File: src/rtl/clkstop_pkg.sv
package clkstop_pkg;
    typedef enum logic [1:0] {
        PM_RUN    = 2'd0,
        PM_PARK   = 2'd1,
        PM_OFF    = 2'd2,
        PM_SETTLE = 2'd3
    } pm_state_t;

    localparam int unsigned NGROUP   = 4;
    localparam int unsigned GRP_CPU  = 0;
    localparam int unsigned GRP_PCI  = 1;
    localparam int unsigned GRP_FREE = 2;
    localparam int unsigned GRP_OTH  = 3;
endpackage

File: src/rtl/clkstop_sync.sv
module clkstop_sync #(
    parameter int unsigned W       = 3,
    parameter int unsigned STAGES  = 2,
    parameter logic [W-1:0] RST_VAL = '1
) (
    input  logic         clk,
    input  logic         rst_n,
    input  logic [W-1:0] d,
    output logic [W-1:0] q
);
    logic [W-1:0] pipe [STAGES];

    always_ff @(posedge clk or negedge rst_n) begin
        if (!rst_n) begin
            for (int i = 0; i < STAGES; i++) pipe[i] <= RST_VAL;
        end else begin
            pipe[0] <= d;
            for (int i = 1; i < STAGES; i++) pipe[i] <= pipe[i-1];
        end
    end

    assign q = pipe[STAGES-1];
endmodule

File: src/rtl/clkstop_gate.sv
module clkstop_gate #(
    parameter int unsigned W = 1
) (
    input  logic         clk,
    input  logic         rst_n,
    input  logic         src,
    input  logic         allow,
    output logic         en,
    output logic [W-1:0] clk_out
);
    logic en_q;

    // Enable may move only while the source is low: no phase is cut short.
    always_ff @(posedge clk or negedge rst_n) begin
        if (!rst_n)   en_q <= 1'b0;
        else if (!src) en_q <= allow;
    end

    assign en      = en_q;
    assign clk_out = {W{src & en_q}};
endmodule

File: src/rtl/clkstop_pm_fsm.sv
module clkstop_pm_fsm
    import clkstop_pkg::*;
#(
    parameter int unsigned SETTLE_TICKS = 4
) (
    input  logic              clk,
    input  logic              rst_n,
    input  logic              pwr_ok,
    input  logic              cpu_run,
    input  logic              pci_run,
    input  logic              ref_tick,
    input  logic              gates_idle,
    output logic [NGROUP-1:0] allow,
    output logic              osc_en
);
    localparam int unsigned CW   = $clog2(SETTLE_TICKS) + 1;
    localparam logic [CW-1:0] LAST = CW'(SETTLE_TICKS - 1);

    pm_state_t     state, nxt;
    logic [CW-1:0] cnt;

    always_ff @(posedge clk or negedge rst_n) begin
        if (!rst_n) state <= PM_SETTLE;
        else        state <= nxt;
    end

    always_ff @(posedge clk or negedge rst_n) begin
        if (!rst_n)                  cnt <= '0;
        else if (state != PM_SETTLE) cnt <= '0;
        else if (ref_tick)           cnt <= cnt + 1'b1;
    end

    always_comb begin
        nxt = state;
        unique case (state)
            PM_RUN:    if (!pwr_ok) nxt = PM_PARK;
            PM_PARK:   if (gates_idle && ref_tick) nxt = PM_OFF;
            PM_OFF:    if (pwr_ok) nxt = PM_SETTLE;
            PM_SETTLE: begin
                if (!pwr_ok)                      nxt = PM_PARK;
                else if (ref_tick && cnt == LAST) nxt = PM_RUN;
            end
            default:   nxt = PM_PARK;
        endcase
    end

    always_comb begin
        allow  = '0;
        osc_en = 1'b1;
        unique case (state)
            PM_RUN: begin
                allow[GRP_CPU]  = cpu_run;
                allow[GRP_PCI]  = pci_run;
                allow[GRP_FREE] = 1'b1;
                allow[GRP_OTH]  = 1'b1;
            end
            PM_PARK:   osc_en = 1'b1;
            PM_OFF:    osc_en = 1'b0;
            PM_SETTLE: osc_en = 1'b1;
            default:   osc_en = 1'b1;
        endcase
    end
endmodule

File: src/rtl/clkstop_ctrl.sv
module clkstop_ctrl
    import clkstop_pkg::*;
#(
    parameter int unsigned NCPU         = 4,
    parameter int unsigned NPCI         = 7,
    parameter int unsigned NOTH         = 7,
    parameter int unsigned SETTLE_TICKS = 4,
    parameter int unsigned SYNC_STAGES  = 2
) (
    input  logic            clk,
    input  logic            rst_n,
    input  logic            cpu_stop_n,
    input  logic            pci_stop_n,
    input  logic            pwr_dwn_n,
    input  logic            cpu_src,
    input  logic            pci_src,
    input  logic            ref_src,
    output logic [NCPU-1:0] cpu_clk,
    output logic [NPCI-1:0] pci_clk,
    output logic            pci_free_clk,
    output logic [NOTH-1:0] oth_clk,
    output logic            osc_en
);
    logic [2:0]        req_s;
    logic [NGROUP-1:0] allow;
    logic [NGROUP-1:0] gate_en;
    logic              ref_q;
    logic              ref_tick;

    clkstop_sync #(.W(3), .STAGES(SYNC_STAGES), .RST_VAL(3'b111)) u_sync (
        .clk(clk), .rst_n(rst_n),
        .d({pwr_dwn_n, pci_stop_n, cpu_stop_n}),
        .q(req_s)
    );

    always_ff @(posedge clk or negedge rst_n) begin
        if (!rst_n) ref_q <= 1'b0;
        else        ref_q <= ref_src;
    end
    assign ref_tick = ref_src & ~ref_q;

    clkstop_pm_fsm #(.SETTLE_TICKS(SETTLE_TICKS)) u_fsm (
        .clk(clk), .rst_n(rst_n),
        .pwr_ok(req_s[2]), .cpu_run(req_s[0]), .pci_run(req_s[1]),
        .ref_tick(ref_tick), .gates_idle(gate_en == '0),
        .allow(allow), .osc_en(osc_en)
    );

    clkstop_gate #(.W(NCPU)) u_gate_cpu (
        .clk(clk), .rst_n(rst_n), .src(cpu_src), .allow(allow[GRP_CPU]),
        .en(gate_en[GRP_CPU]), .clk_out(cpu_clk)
    );
    clkstop_gate #(.W(NPCI)) u_gate_pci (
        .clk(clk), .rst_n(rst_n), .src(pci_src), .allow(allow[GRP_PCI]),
        .en(gate_en[GRP_PCI]), .clk_out(pci_clk)
    );
    clkstop_gate #(.W(1)) u_gate_free (
        .clk(clk), .rst_n(rst_n), .src(pci_src), .allow(allow[GRP_FREE]),
        .en(gate_en[GRP_FREE]), .clk_out(pci_free_clk)
    );
    clkstop_gate #(.W(NOTH)) u_gate_oth (
        .clk(clk), .rst_n(rst_n), .src(ref_src), .allow(allow[GRP_OTH]),
        .en(gate_en[GRP_OTH]), .clk_out(oth_clk)
    );
endmodule

File: config.mk
export PLATFORM = sky130hd
export DESIGN_NAME = clkstop_ctrl
export DESIGN_NICKNAME = d
export VERILOG_FILES = /design/src/rtl/clkstop_pkg.sv /design/src/rtl/clkstop_sync.sv /design/src/rtl/clkstop_gate.sv /design/src/rtl/clkstop_pm_fsm.sv /design/src/rtl/clkstop_ctrl.sv
export SDC_FILE = /design/constraint.sdc
export NUM_CORES = 1
export LEC_CHECK = 0
export BUFFER_PORTS_ARGS = -buffer_cell sky130_fd_sc_hd__buf_2
export CORE_ASPECT_RATIO = 1.4
export CORE_UTILIZATION = 46
export CTS_BUF_LIST = sky130_fd_sc_hd__clkbuf_2
export DETAILED_ROUTE_END_ITERATION = 10
export GPL_TIMING_DRIVEN = 0
export PLACE_DENSITY = 0.69
export SLEW_MARGIN = 20
export SYNTH_ARGS = -nofsm -noshare
export SYNTH_HDL_FRONTEND = slang
export SYNTH_HIERARCHICAL = 1
export SYNTH_SLANG_ARGS = --single-unit
File: constraint.sdc
create_clock -name clk -period 4.1 [get_ports clk]
set_input_delay 0.205 -clock clk [delete_from_list [all_inputs] [get_ports clk]]
set_output_delay 0.205 -clock clk [all_outputs]
set_load 0.02 [all_outputs]
==> flow_summary_export.csv <==
group,metric,value,unit
status,run_status,"complete, no violations",
sta,skew,0.00109,ns
finish,drive_gt1_share,65.4,%
placed_design,dp_hpwl,935,µm
clocking,cts_sinks,16,
die,dieWidth,39.3,µm
clocking,numCtsBuffers,3,
drt,vias,585,
finish,final_area,0.00111,mm²
worst_setup_path,cp_num_buf_inv,1,
sta,fin_crit,1.88,ns
die,die-area,0.00213,mm²
logic_synthesis,ys_seq_area_share,45.9,%
logic_synthesis,synth_cell_types,20,
placed_design,dp_worst_setup_slack,2.22,ns
power,switching_share,36.2,%
power,seqPwrFrac,38.1,%
die,core-area,0.00180,mm²
power,p_leak,0.642,nW
sta,final_hold_viol_count,0,
sta,setup_slack,2.22,ns
power,p_int,0.382,mW
worst_setup_path,start_kind,"flip-flop",
placed_design,numPortBuffers,27,
worst_setup_path,slowest_delay,0.58,ns
drt,drc,0,
drt,ant_nets,0,
finish,layout.nets,122,
logic_synthesis,netlist_instances,72,
grt,overflow,0,
clocking,clockBufferDepth,2,
clocking,clock_tree.root_cell,"clkbuf_2",
logic_synthesis,synth_top_area_share,23.5,%
clocking,cts_resized,0,
flow_run,maxCapViolations,0,
finish,fill_cells,160,
placed_design,place_inst,119,
finish,area_delta_synth_final,24.5,%
power,ir_drop,0.000297,V
min_path,min_path_type,"input port to flip-flop",
logic_synthesis,syn_nets,86,
logic_synthesis,ys.warnings.count,6,
clocking,cts_tree,"yes",
drt,via_per_inst,4.61,
sta,max_freq,0.532,GHz
sta,fin_crit_sh,45.8,%
drt,drt-wirelength-per-cell,10.1,µm
clocking,clock_latency,0.28,ns
worst_setup_path,required,4.32,ns
worst_setup_path,r2r_slack,2.22,ns
worst_setup_path,cpMaxStageDelayCell,"dfstp_2",
worst_setup_path,cp.arrival,2.10,ns
grt,grt_pass1_vias,541,
die,rows,18,
logic_synthesis,synth_area,895,µm²
logic_synthesis,ys_seq_elements,16,
sta,drv_slew,0,
power,pwr_density_cell,538,mW/mm²
drt,dr.pass1.iters,4,
finish,num_antenna_cells,0,
worst_setup_path,path_class,"flip-flop to flip-flop",
grt,grt_pass1_wl,2100,µm
power,p_clk_share,11.3,%
die,die_height,54.2,µm
logic_synthesis,avgSynthCellArea,12.4,µm²
grt,gr-usage-all-layers,15.1,%
worst_setup_path,path_delay_family,"multiplexers",
finish,post-route-util,61.8,%
sta,hold_slack,0.0719,ns
clocking,holdBufCountCts,4,
sta,tightest_slew,0.350,ns
die,start_util,49.7,%
finish,fin_cells,127,
power,fin_total_pwr,0.599,mW
placed_design,post_dp_cell_area,0.00105,mm²
worst_setup_path,cp_max_fo,6,
worst_setup_path,crit_chain,"inv_1 > ha_1 > mux2_4 > a221oi_2 > mux2_1",
power,switchingPower,0.217,mW
sta,fin_setup_tns,0,ns
power,p_comb_share,50.7,%
grt,antenna_found_initial,0,
die,io-pin-count,28,
drt,drt-initial-drc-count,4,
clocking,clk_pin_slew,0.14,ns
clocking,h-tree-depth,1,
logic_synthesis,synth_largest_area_cell,"dfstp_2",
sta,rsz0062_at_grt,"no",
grt,grt_max_degree,17,
clocking,cts_setup_buffers,0,
drt,finalWirelength,1280,µm
sta,slew_headroom,76.7,%
sta,finalSetupViolCount,0,
worst_setup_path,end_kind,"flip-flop",
logic_synthesis,synthTopCellsByArea,"dfstp_2 23%, dfrtp_1 22%, buf_4 16%, ha_1 8.4%, mux2_4 8.4%",
placed_design,gp_congestion,0.681,
kinds of logic after synthesis:
logic type                 synth area share, %
AOI/OAI and AO/OA                         4.48
xor gates and xnor gates                 0.979
adders and majority gates                 8.39
buffers and inverters                     18.2
DFF                                       45.9
muxes                                     11.9
and+or+nand+nor                           10.2
layer usage:
layer / vias to the layer above / part of all wire [%] / global-route usage (%)
met5: - / 0 / 0
met4: 0 / 0.70 / 10.3
met3: 2 / 5.3 / 2.48
met2: 23 / 56 / 26.1
met1: 275 / 38 / 16.0
li1: 285 / - / -
sequential cells by signal, indices dropped and copies added (netlist names), 2 cells and up:
| register | cells |
|---|---|
| u_fsm/cnt | 3 |
| u_sync/pipe | 3 |
| u_sync/q | 3 |
| u_fsm/state | 2 |
placed cells by master (no fill, tap or decap):
cell / n
o211a_1: 1
nor4_2: 1
a211oi_1: 1
clkbuf_2: 3
inv_1: 4
mux2_4: 5
mux2i_1: 2
buf_2: 28
ha_1: 6
and2_1: 3
dfrtp_1: 8
nand2_1: 2
a221oi_2: 1
dfstp_2: 8
mux2_1: 1
and3b_2: 1
and2_2: 4
buf_4: 19
a21boi_1: 1
xor2_1: 1
dlygate4sd3_1: 4
clkinv_1: 1
nor2b_1: 2
power groups by stage:
stage               Combinational (mW)  Sequential [mW]  Clock, mW
detailed placement               0.304            0.232          0
floorplan                        0.240            0.224          0
finish                           0.303            0.228     0.0675
CTS                              0.307            0.229     0.0721
global route                     0.338            0.234     0.0777
global placement                 0.297            0.230          0
cell usage after synthesis, drive strengths merged:
cell    number
xor2         1
nor2b        2
o211a        1
a21boi       1
a221oi       1
a211oi       1
dfrtp        8
dfstp        8
nand2        2
nor4         1
inv          4
mux2         6
buf         20
mux2i        2
and3b        1
ha           6
and2         7
worst paths after layout:
kind	startpoint	end	depth (start not counted)
setup / recovery	u_fsm/state[0]	u_fsm/state[1]	5
hold / removal	ref_src	ref_q	1
setup reg to reg	u_fsm/state[0]	u_fsm/state[1]	5
hold reg to reg	u_sync/pipe[5]	u_sync/q[2]	0
max in group asynchronous	rst_n	u_fsm/state[0]	2
min in group asynchronous	rst_n	u_fsm/cnt[2]	2
layout make-up:
| class | instances | area, µm² | area share (%) |
|---|---|---|---|
| Sequential cell | 16 | 410 | 36.9 |
| Buffer | 20 | 148 | 13.3 |
| Multi-Input combinational cell | 32 | 322 | 28.9 |
| Clock buffer | 3 | 15.0 | 1.35 |
| Clock inverter | 1 | 3.75 | 0.337 |
| Tap cell | 20 | 25.0 | 2.25 |
| Inverter | 4 | 15.0 | 1.35 |
| Timing Repair Buffer | 31 | 175 | 15.7 |
(Power assumes the default switching activity.)
